===== src/rtl/irq_src_pkg.sv =====
package irq_src_pkg;

  localparam int TYPE_W = 3;
  localparam int INFO_W = 50;
  localparam int INFO_LO_W = 26;
  localparam int INFO_HI_W = INFO_W - INFO_LO_W;

  typedef struct packed {
    logic                mask;
    logic                pol;
    logic [TYPE_W-1:0]   mtype;
    logic                rqeoi;
    logic [INFO_W-1:0]   info;
    logic                passpw;
  } irq_cfg_t;

  typedef struct packed {
    logic [TYPE_W-1:0]   mtype;
    logic [INFO_W-1:0]   info;
    logic                passpw;
  } irq_msg_t;

  // polarity-corrected pin level
  function automatic logic level_active(input logic lvl, input logic pol);
    return lvl ^ pol;
  endfunction

  function automatic logic [31:0] pack_lo(input irq_cfg_t c);
    return {c.info[INFO_LO_W-1:0], c.rqeoi, c.mtype, c.pol, c.mask};
  endfunction

  function automatic logic [31:0] pack_hi(input irq_cfg_t c, input logic wt);
    return {wt, c.passpw, 6'b000000, c.info[INFO_W-1:INFO_LO_W]};
  endfunction

  function automatic irq_cfg_t apply_wr(input irq_cfg_t c, input logic hi,
                                        input logic [31:0] d);
    irq_cfg_t n;
    n = c;
    if (hi) begin
      n.info[INFO_W-1:INFO_LO_W] = d[INFO_HI_W-1:0];
      n.passpw = d[30];
    end else begin
      n.mask  = d[0];
      n.pol   = d[1];
      n.mtype = d[4:2];
      n.rqeoi = d[5];
      n.info[INFO_LO_W-1:0] = d[31:6];
    end
    return n;
  endfunction

  // hardware set dominates either clear source
  function automatic logic wait_next(input logic cur, input logic set,
                                     input logic eoi, input logic sw_clr);
    if (set) return 1'b1;
    if (eoi || sw_clr) return 1'b0;
    return cur;
  endfunction

endpackage


===== src/rtl/irq_pin_sync.sv =====
module irq_pin_sync #(
  parameter int STAGES = 2
) (
  input  logic clk,
  input  logic rst_n,
  input  logic pin_i,
  output logic pin_o
);

  logic [STAGES-1:0] chain;

  generate
    if (STAGES == 1) begin : g_single
      always_ff @(posedge clk or negedge rst_n) begin
        if (!rst_n) chain <= '0;
        else        chain <= pin_i;
      end
    end else begin : g_multi
      always_ff @(posedge clk or negedge rst_n) begin
        if (!rst_n) chain <= '0;
        else        chain <= {chain[STAGES-2:0], pin_i};
      end
    end
  endgenerate

  assign pin_o = chain[STAGES-1];

endmodule


===== src/rtl/irq_edge_pend.sv =====
module irq_edge_pend
  import irq_src_pkg::*;
(
  input  logic clk,
  input  logic rst_n,
  input  logic pin_sync_i,
  input  logic pol_i,
  input  logic mask_i,
  input  logic take_i,
  output logic act_edge_o,
  output logic pend_o
);

  logic act_now;
  logic act_prev;

  assign act_now    = level_active(pin_sync_i, pol_i);
  assign act_edge_o = act_now & ~act_prev;

  always_ff @(posedge clk or negedge rst_n) begin
    if (!rst_n) begin
      act_prev <= 1'b0;
      pend_o   <= 1'b0;
    end else begin
      act_prev <= act_now;
      if (take_i) pend_o <= act_edge_o & ~mask_i;
      else        pend_o <= (pend_o | act_edge_o) & ~mask_i;
    end
  end


  pend_keep_chk: assert property (@(posedge clk) disable iff (!rst_n)
    (pend_o && !take_i && !mask_i) |=> pend_o);


  mask_drop_chk: assert property (@(posedge clk) disable iff (!rst_n)
    mask_i |=> !pend_o);

endmodule


===== src/rtl/irq_def_regs.sv =====
module irq_def_regs
  import irq_src_pkg::*;
(
  input  logic        clk,
  input  logic        rst_n,
  input  logic        we_i,
  input  logic        hi_i,
  input  logic [31:0] wdata_i,
  output logic [31:0] rdata_o,
  input  logic        set_wait_i,
  input  logic        eoi_i,
  output irq_cfg_t    cfg_o,
  output logic        wait_o
);

  logic sw_clr;

  assign sw_clr  = we_i & hi_i & wdata_i[31];
  assign rdata_o = hi_i ? pack_hi(cfg_o, wait_o) : pack_lo(cfg_o);

  always_ff @(posedge clk or negedge rst_n) begin
    if (!rst_n) begin
      cfg_o      <= '0;
      cfg_o.mask <= 1'b1;
      wait_o     <= 1'b0;
    end else begin
      if (we_i) cfg_o <= apply_wr(cfg_o, hi_i, wdata_i);
      wait_o <= wait_next(wait_o, set_wait_i, eoi_i, sw_clr);
    end
  end


  wait_set_chk: assert property (@(posedge clk) disable iff (!rst_n)
    set_wait_i |=> wait_o);


  eoi_clear_chk: assert property (@(posedge clk) disable iff (!rst_n)
    (eoi_i && !set_wait_i) |=> !wait_o);


  sw_clear_chk: assert property (@(posedge clk) disable iff (!rst_n)
    (sw_clr && !set_wait_i) |=> !wait_o);


  wait_hold_chk: assert property (@(posedge clk) disable iff (!rst_n)
    (!set_wait_i && !eoi_i && !sw_clr) |=> $stable(wait_o));

endmodule


===== src/rtl/irq_issue_ctrl.sv =====
module irq_issue_ctrl
  import irq_src_pkg::*;
(
  input  logic              clk,
  input  logic              rst_n,
  input  logic              pend_i,
  input  logic              mask_i,
  input  logic              rqeoi_i,
  input  logic              wait_i,
  input  logic [TYPE_W-1:0] mtype_i,
  input  logic [INFO_W-1:0] info_i,
  input  logic              passpw_i,
  input  logic              ready_i,
  output logic              valid_o,
  output irq_msg_t          msg_o,
  output logic              take_o,
  output logic              set_wait_o
);

  logic blocked;
  logic fire;

  assign blocked    = rqeoi_i & wait_i;
  assign take_o     = pend_i & ~valid_o & ~mask_i & ~blocked;
  assign fire       = valid_o & ready_i;
  assign set_wait_o = fire & rqeoi_i;

  always_ff @(posedge clk or negedge rst_n) begin
    if (!rst_n) begin
      valid_o <= 1'b0;
      msg_o   <= '0;
    end else if (take_o) begin
      valid_o      <= 1'b1;
      msg_o.mtype  <= mtype_i;
      msg_o.info   <= info_i;
      msg_o.passpw <= passpw_i;
    end else if (fire) begin
      valid_o <= 1'b0;
    end
  end


  gate_chk: assert property (@(posedge clk) disable iff (!rst_n)
    (rqeoi_i && wait_i) |-> !take_o);


  mask_gate_chk: assert property (@(posedge clk) disable iff (!rst_n)
    mask_i |-> !take_o);


  hold_chk: assert property (@(posedge clk) disable iff (!rst_n)
    (valid_o && !ready_i) |=> (valid_o && $stable(msg_o)));


  drop_chk: assert property (@(posedge clk) disable iff (!rst_n)
    fire |=> !valid_o);

endmodule


===== src/rtl/irq_msg_source.sv =====
module irq_msg_source
  import irq_src_pkg::*;
#(
  parameter int SYNC_STAGES = 2
) (
  input  logic        clk,
  input  logic        rst_n,
  input  logic        irq_pin_i,
  input  logic        cfg_we_i,
  input  logic        cfg_hi_i,
  input  logic [31:0] cfg_wdata_i,
  output logic [31:0] cfg_rdata_o,
  input  logic        eoi_i,
  output logic        msg_valid_o,
  input  logic        msg_ready_i,
  output logic [2:0]  msg_type_o,
  output logic [49:0] msg_info_o,
  output logic        msg_passpw_o
);

  logic     pin_sync;
  logic     act_edge;
  logic     pend;
  logic     take;
  logic     set_wait;
  logic     wait_bit;
  irq_cfg_t cfg;
  irq_msg_t msg;

  irq_pin_sync #(.STAGES(SYNC_STAGES)) u_sync (
    .clk   (clk),
    .rst_n (rst_n),
    .pin_i (irq_pin_i),
    .pin_o (pin_sync)
  );

  irq_edge_pend u_edge (
    .clk        (clk),
    .rst_n      (rst_n),
    .pin_sync_i (pin_sync),
    .pol_i      (cfg.pol),
    .mask_i     (cfg.mask),
    .take_i     (take),
    .act_edge_o (act_edge),
    .pend_o     (pend)
  );

  irq_def_regs u_regs (
    .clk        (clk),
    .rst_n      (rst_n),
    .we_i       (cfg_we_i),
    .hi_i       (cfg_hi_i),
    .wdata_i    (cfg_wdata_i),
    .rdata_o    (cfg_rdata_o),
    .set_wait_i (set_wait),
    .eoi_i      (eoi_i),
    .cfg_o      (cfg),
    .wait_o     (wait_bit)
  );

  irq_issue_ctrl u_issue (
    .clk        (clk),
    .rst_n      (rst_n),
    .pend_i     (pend),
    .mask_i     (cfg.mask),
    .rqeoi_i    (cfg.rqeoi),
    .wait_i     (wait_bit),
    .mtype_i    (cfg.mtype),
    .info_i     (cfg.info),
    .passpw_i   (cfg.passpw),
    .ready_i    (msg_ready_i),
    .valid_o    (msg_valid_o),
    .msg_o      (msg),
    .take_o     (take),
    .set_wait_o (set_wait)
  );

  assign msg_type_o   = msg.mtype;
  assign msg_info_o   = msg.info;
  assign msg_passpw_o = msg.passpw;


  edge_take_chk: assert property (@(posedge clk) disable iff (!rst_n)
    take |-> (pend && !msg_valid_o));


  rsvd_zero_chk: assert property (@(posedge clk) disable iff (!rst_n)
    cfg_hi_i |-> (cfg_rdata_o[29:24] == 6'b0));

endmodule


===== config.mk =====
export PLATFORM = sky130hd
export DESIGN_NAME = irq_msg_source
export DESIGN_NICKNAME = d
export VERILOG_FILES = /design/src/rtl/irq_src_pkg.sv /design/src/rtl/irq_pin_sync.sv /design/src/rtl/irq_edge_pend.sv /design/src/rtl/irq_def_regs.sv /design/src/rtl/irq_issue_ctrl.sv /design/src/rtl/irq_msg_source.sv
export SDC_FILE = /design/constraint.sdc
export NUM_CORES = 1
export LEC_CHECK = 0
export ABC_AREA = 0
export ABC_CLOCK_PERIOD_IN_PS = 1900
export BUFFER_PORTS_ARGS = -buffer_cell sky130_fd_sc_hd__buf_2
export CORE_UTILIZATION = 53
export DETAILED_ROUTE_END_ITERATION = 10
export PLACE_DENSITY = 0.8
export SLEW_MARGIN = 20
export SYNTH_ARGS = -nofsm -noshare
export SYNTH_HDL_FRONTEND = slang
export SYNTH_SLANG_ARGS = --single-unit

===== constraint.sdc =====
create_clock -name clk -period 1.9 [get_ports clk]
set_input_delay 0.19 -clock clk [delete_from_list [all_inputs] [get_ports clk]]
set_output_delay 0.19 -clock clk [all_outputs]
set_load 0.02 [all_outputs]

* Word level (Yosys, flattened, before mapping) *
Cells that the tools add are included.

word-level totals
  flip-flop bits (word level) = 117

operators by class
  muxes and demuxes = 11
  bitwise operators = 18
  reduce and logical (&&, ||, !) cells = 5

operators with widths
  operator             count
  two-way mux 32 bit   1
  bitwise AND 1 bit    11
  two-way mux 1 bit    10
  inverter 1 bit       5
  AND reduction 2 bit  2
  nonzero test 2 bit   2
  logical OR 1 bit     1
  OR 1 bit             1
  XOR 1 bit            1

* Logic depth before layout (Yosys ltp) *
Gate-level depths: netlist (run 1).

  depth after elaboration = 7
  gate-level depth with buffers = 5

* Cells and area by module *
Synthesis (run 1) repeated with hierarchy kept, for this count alone.

second synthesis, totals
  cells, all modules = 292
  area, all modules = 5039.8 sq um

modules (own cells, without submodules)
  module          times used  cells each  area an instance (sq um)  sequential area each (sq um)
  irq_def_regs    1           162         2683.8                    1452.6
  irq_issue_ctrl  1           121         2223.4                    1376.3
  irq_edge_pend   1           7           82.6                      50.0
  irq_pin_sync    1           2           50.0                      50.0

* Worst setup path after synthesis (run 1) *
Ideal clock, no wire load.

  path kind = register -> register
  from = register u_issue.valid_o
  to = register u_issue.msg_o[10] (netlist name)
  setup time = 0.125 ns
  arrival time = 1.616 ns
  slack = 0.159 ns
  cell stages (with the launch flop) = 6
  clock period less this slack = 1.741 ns
  cells stage by stage = dfrtp_1 -> a21o_1 -> or3b_1 -> buf_6 -> buf_12 -> mux2_4

on the way
  longest elaborated chain between the ends = 4

ends and longest elaborated chain
  element                          line                  source
  start, declared                  irq_issue_ctrl.sv:14  output logic valid_o,
  start signal, assigned           irq_issue_ctrl.sv:30  valid_o <= 1'b0;
  start signal, assigned           irq_issue_ctrl.sv:33  valid_o <= 1'b1;
  start signal, assigned           irq_issue_ctrl.sv:38  valid_o <= 1'b0;
  inverter 1 bit                   irq_issue_ctrl.sv:24  assign take_o = pend_i & ~valid_o & ~mask_i & ~blocked;
  bitwise AND 1 bit (3 in series)  irq_issue_ctrl.sv:24
  end, declared                    irq_issue_ctrl.sv:15  output irq_msg_t msg_o,

Every way passes these cells.
A chain may end at the register's enable or synchronous reset.

* Worst setup path in the final report (run 1) *
  from = register u_regs.wait_o
  to = register u_issue.msg_o[41] (netlist name)

on the way
  longest elaborated chain between the ends = 3

ends and longest elaborated chain
  element                 line                  source
  start, declared         irq_def_regs.sv:13    output logic wait_o
  start signal, assigned  irq_def_regs.sv:28    wait_o <= wait_next(wait_o, set_wait_i, eoi_i, sw_clr);
  bitwise AND 1 bit       irq_issue_ctrl.sv:23  assign blocked = rqeoi_i & wait_i;
  inverter 1 bit          irq_issue_ctrl.sv:24
  bitwise AND 1 bit       irq_issue_ctrl.sv:24

Every way passes these cells.

==> results of run 1 <==
## per-layer routing
| metal | wire length, um | vias to the layer above | track usage, % |
|---|---|---|---|
| li1 | - | 1378 | - |
| met1 | 4367 | 1501 | 29.02 |
| met2 | 4914 | 94 | 36.13 |
| met3 | 536 | 15 | 6.667 |
| met4 | 133 | 0 | 6.889 |
| met5 | 0 | - | 0 |
## worst min-delay path by stage
stage	startpoint	end	slack, ns
after floorplan	rst_n	u_edge.act_prev	-0.11
after global placement	rst_n	u_issue.msg_o[38]	0.20
after detailed placement	rst_n	u_issue.msg_o[38]	0.20
after CTS	cfg_we_i	u_regs.wait_o	0.02
after global routing	cfg_we_i	u_regs.wait_o	0.05
final	cfg_we_i	u_regs.wait_o	0.05
## worst min-delay path: stages
cell,delay [ns]
buf_2,0.11
nand3_1,0.08
nand3b_1,0.08
nand2_1,0.05
## layout by cell type, fill, tap and decap left out, types with 2 or more instances in the layout
cell and instances:
buf_2 124, dfrtp_1 116, mux2_2 87, mux2_4 49, dlygate4sd3_1 36, clkbuf_16 16, buf_4 8, nor2b_1 6
clkinvlp_4 3, clkinv_2 3, bufinv_16 3, buf_12 3, inv_1 2, nand2_1 2, nand3_1 2, clkbuf_8 2
clkinv_4 2, clkbuf_1 2
## metrics by stage
| stage | util [%] | instances |
|---|---|---|
| after floorplan | - | 290 |
| after global placement | 63.96 | 517 |
| after detailed placement | 63.96 | 517 |
| after CTS | 74.69 | 585 |
| after global routing | 74.69 | 585 |
| final | 74.69 | 585 |
## cells by family (layout without fill, tap and decap cells)
group / count (synthesis) / after routing / synth area share (%)
AOI/OAI and AO/OA: 3 / 3 / 0.4062
xor gates and xnor gates: 1 / 1 / 0.1777
buffers and inverters: 18 / 205 / 3.300
DFF: 117 / 117 / 59.43
muxes: 137 / 137 / 35.03
and+or+nand+nor: 14 / 14 / 1.650
## power groups by stage
stage / clock [W] / combinational [W] / sequential (W)
after CTS: 0.00319 / 0.00319 / 0.00376
after global routing: 0.00330 / 0.00334 / 0.00385
after global placement: 0 / 0.00306 / 0.00374
final: 0.00315 / 0.00317 / 0.00375
after floorplan: 0 / 0.00146 / 0.00442
after detailed placement: 0 / 0.00313 / 0.00377
## registers in the layout, summed over array words and instances (netlist names)
name,flops
u_edge.act_prev,1
u_edge.pend_o,1
u_issue.msg_o,54
u_issue.valid_o,1
u_regs.cfg_o,57
u_regs.wait_o,1
u_sync.chain,2
## final cells by class
cell class | count | area share [%]
sequential | 117 | 44.32
multi-input combinational | 155 | 27.94
timing repair buffer | 171 | 16.66
clock buffer | 20 | 6.588
clock inverter | 12 | 2.329
tap | 108 | 2.045
inverter | 2 | 0.1136
==> metrics.yaml, run 1 <==
finish:
  multi_input_area_um2: 1847
  fill_cells: 567
  final_area_um2: 6609
  syn_to_final_growth_pct: 34.09
  final_nets: 503
  drive_above_1_share_pct: 63.73
  diodes: 0
  regArea_um2: 2929
clock_tree:
  cts_tree: "yes"
  htreeDepth: 4
  cts_setup_buffers: 0
  hold_buffers: 36
  path_clk_slew_ns: 0.06
  cts_resized: 0
  cts_buffers: 17
  cts_root_buf: "clkbuf_8"
  clk_latency_ns: 0.50
  cts_num_sinks: 117
  clock_path_buffers: 2
placed_design:
  hpwl_um: 6396
  dp_slack_ns: 0.2004
  numPortBuffers: 125
  routabilityCongestion: 0.7732
  placedInstanceArea_um2: 5659
floorplanning:
  start_util_pct: 55.70
  coreArea_um2: 8848
  die_w_um: 98.43
  io_pins: 126
  rows: 34
  die_area_um2: 9688
  fp.dieH_um: 98.43
setup_path:
  worstSetupPathType: "register to register"
  crit_required_ns: 2.28
  crit_start: "u_regs.wait_o"
  max_stage_delay_ns: 0.41
  crit_path_end_kind: "register"
  reg2reg_depth: 4
  crit_fanout: 47
  setup.worst_path.start_class: "register"
  crit_family: "simple AND/OR/NAND/NOR gates"
  critical_path_buf_inv_count: 1
  cp.arrival_ns: 2.09
  cp.depth: 4
  cp-endpoint: "u_issue.msg_o[41]"
  slowest_stage: "or3b_4"
  reg2reg_from: "u_regs.wait_o"
  crit_chain: "a21o_1 > or3b_4 > buf_12 > mux2_4"
  reg2reg_slack_ns: 0.19
  r2r-end: "u_issue.msg_o[41]"
synthesis:
  seq_area_frac_synth_pct: 59.43
  synth_largest_area_cell: "dfrtp_1"
  syn_inst: 290
  syn_avg_cell_area_um2: 16.99
  syn_nets: 329
  synthTopCellsByArea: "dfrtp_1, mux2_2, mux2_4"
  synth_edf_count: 0
  yosysMostFrequentCell: "dfrtp_1"
  synth_top_area_share_pct: 58.90
  synth-async-reset-ratio_pct: 100.0
  synth.distinct_cells: 20
  synthTopCellsByCount: "dfrtp_1, mux2_2, mux2_4, nor2b_1"
  yosys_most_used_dff: "dfrtp_1"
  ys_ff_latch: 117
  netlist_area_um2: 4928
  yosys_warnings: 0
global_routing:
  grt_usage_pct: 22.23
  grt_pass1_vias: 3142
  antenna_found_initial: 0
  grt_overflow_total: 0
  grt_start_max_net_pins: 48
  grt_pass1_wl_um: 16300
power:
  p_clk_share_pct: 31.3
  pwr_density_cell_nw_per_um2: 1522
  p_int_w: 0.006892
  total_power_w: 0.01006
  power_leakage_nw: 3.283
  p_comb_share_pct: 31.5
  switching_share_pct: 31.49
  ir_worst_vdd_mv: 0.7465
  pwr-share-seq_pct: 37.3
  p_sw_w: 0.003169
timing:
  worstMarginPinSlew_ns: 0.5163
  timing.fmax_ghz: 0.5842
  drv_slew: 0
  rsz0062_at_grt: "no"
  hold_viol: 0
  fin_setup_tns_ns: 0
  setup_ws_ns: 0.1883
  slew-limit-headroom_pct: 65.58
  period_share_pct: 90.09
  post-route-min-period_ns: 1.712
  finalClockSkew_ns: 0.006028
  hold_slack_ns: 0.04548
  setup_violations: 0
detailed_routing:
  drc: 8
  drt_iter0_drc: 73
  routed_wl_um: 9952
  wl_per_cell_um: 17.01
  via_per_inst: 5.108
  via_count: 2988
  antenna_left: 0
  first_pass_iters: 9
run:
  maxCapViolations: 0
min_path:
  min_delay_path_depth: 4
  min_path_type: "input port to register"
run_status:
  violations: "design-rule violations"
  outcome: "complete, but fails checks"
Note: power is estimated with default switching activity, not from simulation.
==> run 2, diff against run 1 <==
- CAP_MARGIN: unset -> 20
- CORE_UTILIZATION: 53 -> 55
- CTS_BUF_LIST: unset -> sky130_fd_sc_hd__clkbuf_8
- PLACE_DENSITY: 0.8 -> 0.82
- SLEW_MARGIN: 20 -> 10
==> run 2 against run 1 <==
The run now ends clean. Hold slack got worse by 0.024 ns. Combinational power fell by 2%. Routed wire length fell by 3.3%.
==> metrics.yaml, run 2 (same netlist as run 1, synthesis figures left out) <==
setup_path:
  crit_required_ns: 2.19
  crit_family: "simple AND/OR/NAND/NOR gates"
  reg2reg_depth: 4
  reg2reg_slack_ns: 0.15
  cp.arrival_ns: 2.05
  r2r-end: "u_issue.msg_o[40]"
  max_stage_delay_ns: 0.49
  setup.worst_path.start_class: "register"
  worstSetupPathType: "register to register"
  crit_fanout: 23
  slowest_stage: "or3b_4"
  critical_path_buf_inv_count: 1
  crit_path_end_kind: "register"
  reg2reg_from: "u_issue.valid_o"
  crit_chain: "a21o_1 > or3b_4 > buf_12 > mux2_4"
global_routing:
  globalRoute.busiestLayer: "met2"
  use_met2_pct: 34.78
  gr-usage-met1_pct: 28.58
  grt_start_max_net_pins: 40
  grt_overflow_total: 0
  grt_pass1_vias: 3152
  grt_pass1_wl_um: 15890
  antenna_found_initial: 0
  grt_usage_pct: 22.05
  met3_usage_pct: 7.803
timing:
  finalClockSkew_ns: 0.01181
  timing.fmax_ghz: 0.5699
  worstMarginPinSlew_ns: 0.4631
  setup_ws_ns: 0.1453
  drv_slew: 0
  hold_viol: 0
  rsz0062_at_grt: "no"
  period_share_pct: 92.35
  fin_setup_tns_ns: 0
  post-route-min-period_ns: 1.755
  setup_violations: 0
  slew-limit-headroom_pct: 69.13
min_path:
  min_path_type: "input port to register"
  hold_end: "u_regs.cfg_o[54]"
  min_delay_path_depth: 2
  hold_start: "cfg_wdata_i[4]"
finish:
  top_register: "u_regs.cfg_o"
  final_nets: 480
  largest_register_ffs: 57
  diodes: 0
  fin_cells: 562
  final_cell_mix: "buf_2, dfrtp_1, mux2_2, mux2_4, clkbuf_8"
  syn_to_final_growth_pct: 24.63
  final_common_cell: "buf_2"
  final_core_util_pct: 70.78
  top_regs: "u_regs.cfg_o x57, u_issue.msg_o x54, u_sync.chain x2"
  drive_above_1_share_pct: 66.96
power:
  total_power_w: 0.008759
  switching_share_pct: 34.10
  pwr_density_cell_nw_per_um2: 1426
  p_comb_share_pct: 35.6
  p_int_w: 0.005772
  pwr-share-seq_pct: 42.9
  p_clk_share_pct: 21.5
  power_leakage_nw: 3.098
  p_sw_w: 0.002987
  ir_worst_vdd_mv: 0.8312
floorplanning:
  io_pins: 126
  fp.dieH_um: 96.66
  rows: 34
  start_util_pct: 56.79
  coreArea_um2: 8678
  die_area_um2: 9343
  die_w_um: 96.66
clock_tree:
  cts_buffers: 17
  cts_num_sinks: 117
  cts_tree: "yes"
  path_clk_slew_ns: 0.07
  cts_root_buf: "clkbuf_8"
  clk_latency_ns: 0.41
  clock_path_buffers: 2
  htreeDepth: 4
  cts_setup_buffers: 0
run_status:
  outcome: "complete, no violations"
detailed_routing:
  drt_iter0_drc: 69
  antenna_left: 0
  via_per_inst: 5.212
  first_pass_iters: 4
  routed_wl_um: 9620
  wl_per_cell_um: 17.12
  via_count: 2929
  drc: 0
placed_design:
  dp_slack_ns: 0.1614
  routabilityCongestion: 0.7609
  post-place-cells: 518
  hpwl_um: 6543
  numPortBuffers: 125
run:
  maxCapViolations: 0
## run 2: cell count changes in the layout (fill, tap and decap cells not counted), sizes merged
cell / before / now
buf: 135 / 136
bufinv: 3 / 0
clkbuf: 20 / 19
clkinv: 5 / 7
dlygate4sd3: 36 / 12
inv: 3 / 5
## run 2: area by class of cell
class | instances | area [um2]
Sequential cell | 117 | 2929
Fill cell | 608 | 2536
Multi-Input combinational cell | 155 | 1847
Timing Repair Buffer | 148 | 893.4
Clock buffer | 19 | 261.5
Tap cell | 108 | 135.1
Clock inverter | 13 | 68.82
Inverter | 2 | 7.507
## run 2: metrics by stage
stage / hold slack [ns] / instance area [um2]
floorplan: -0.1056 / 4928
finish: 0.02178 / 6142
CTS: 0.0003953 / 6132
detailed placement: 0.1766 / 5692
global route: 0.0008189 / 6142
global placement: 0.1716 / 5692
## run 2: timing repair
item                                    in CTS  in global routing
hold endpoints to repair                    41                  2
hold buffers                                11                  1
endpoints found under the setup margin       0                  0
resized for setup                            0                  0
## run 2: power groups by stage
stage	sequential, W	combinational [W]	clock [W]
after floorplan	0.00442	0.00146	0
after global placement	0.00375	0.00307	0
after detailed placement	0.00378	0.00314	0
after CTS	0.00376	0.00316	0.00193
final	0.00376	0.00312	0.00188
after global routing	0.00385	0.00329	0.00204
## run 2: worst max path at each step
| stage | from | endpoint | slack [ns] | cells past startpoint |
|---|---|---|---|---|
| detailed placement | u_issue.valid_o | u_issue.msg_o[40] | 0.16 | 4 |
| global placement | u_issue.valid_o | u_issue.msg_o[10] | 0.20 | 4 |
| finish | u_issue.valid_o | u_issue.msg_o[40] | 0.15 | 4 |
| global route | u_issue.valid_o | u_issue.msg_o[42] | 0.11 | 4 |
| CTS | u_issue.valid_o | u_issue.msg_o[40] | 0.16 | 4 |
| floorplan | u_issue.valid_o | u_issue.msg_o[10] | 0.16 | 5 |
## run 2: routing by layer
metal / share of wire [%] / wire length (um)
met2: 49 / 4725
met3: 6.0 / 582
met1: 44 / 4245
met4: 0.70 / 67
met5: 0 / 0
## run 2: worst register-to-register path, stage by stage (launching register included)
cell and delay [ns]:
dfrtp_1 0.42, a21o_1 0.18, or3b_4 0.49, buf_12 0.22, mux2_4 0.33
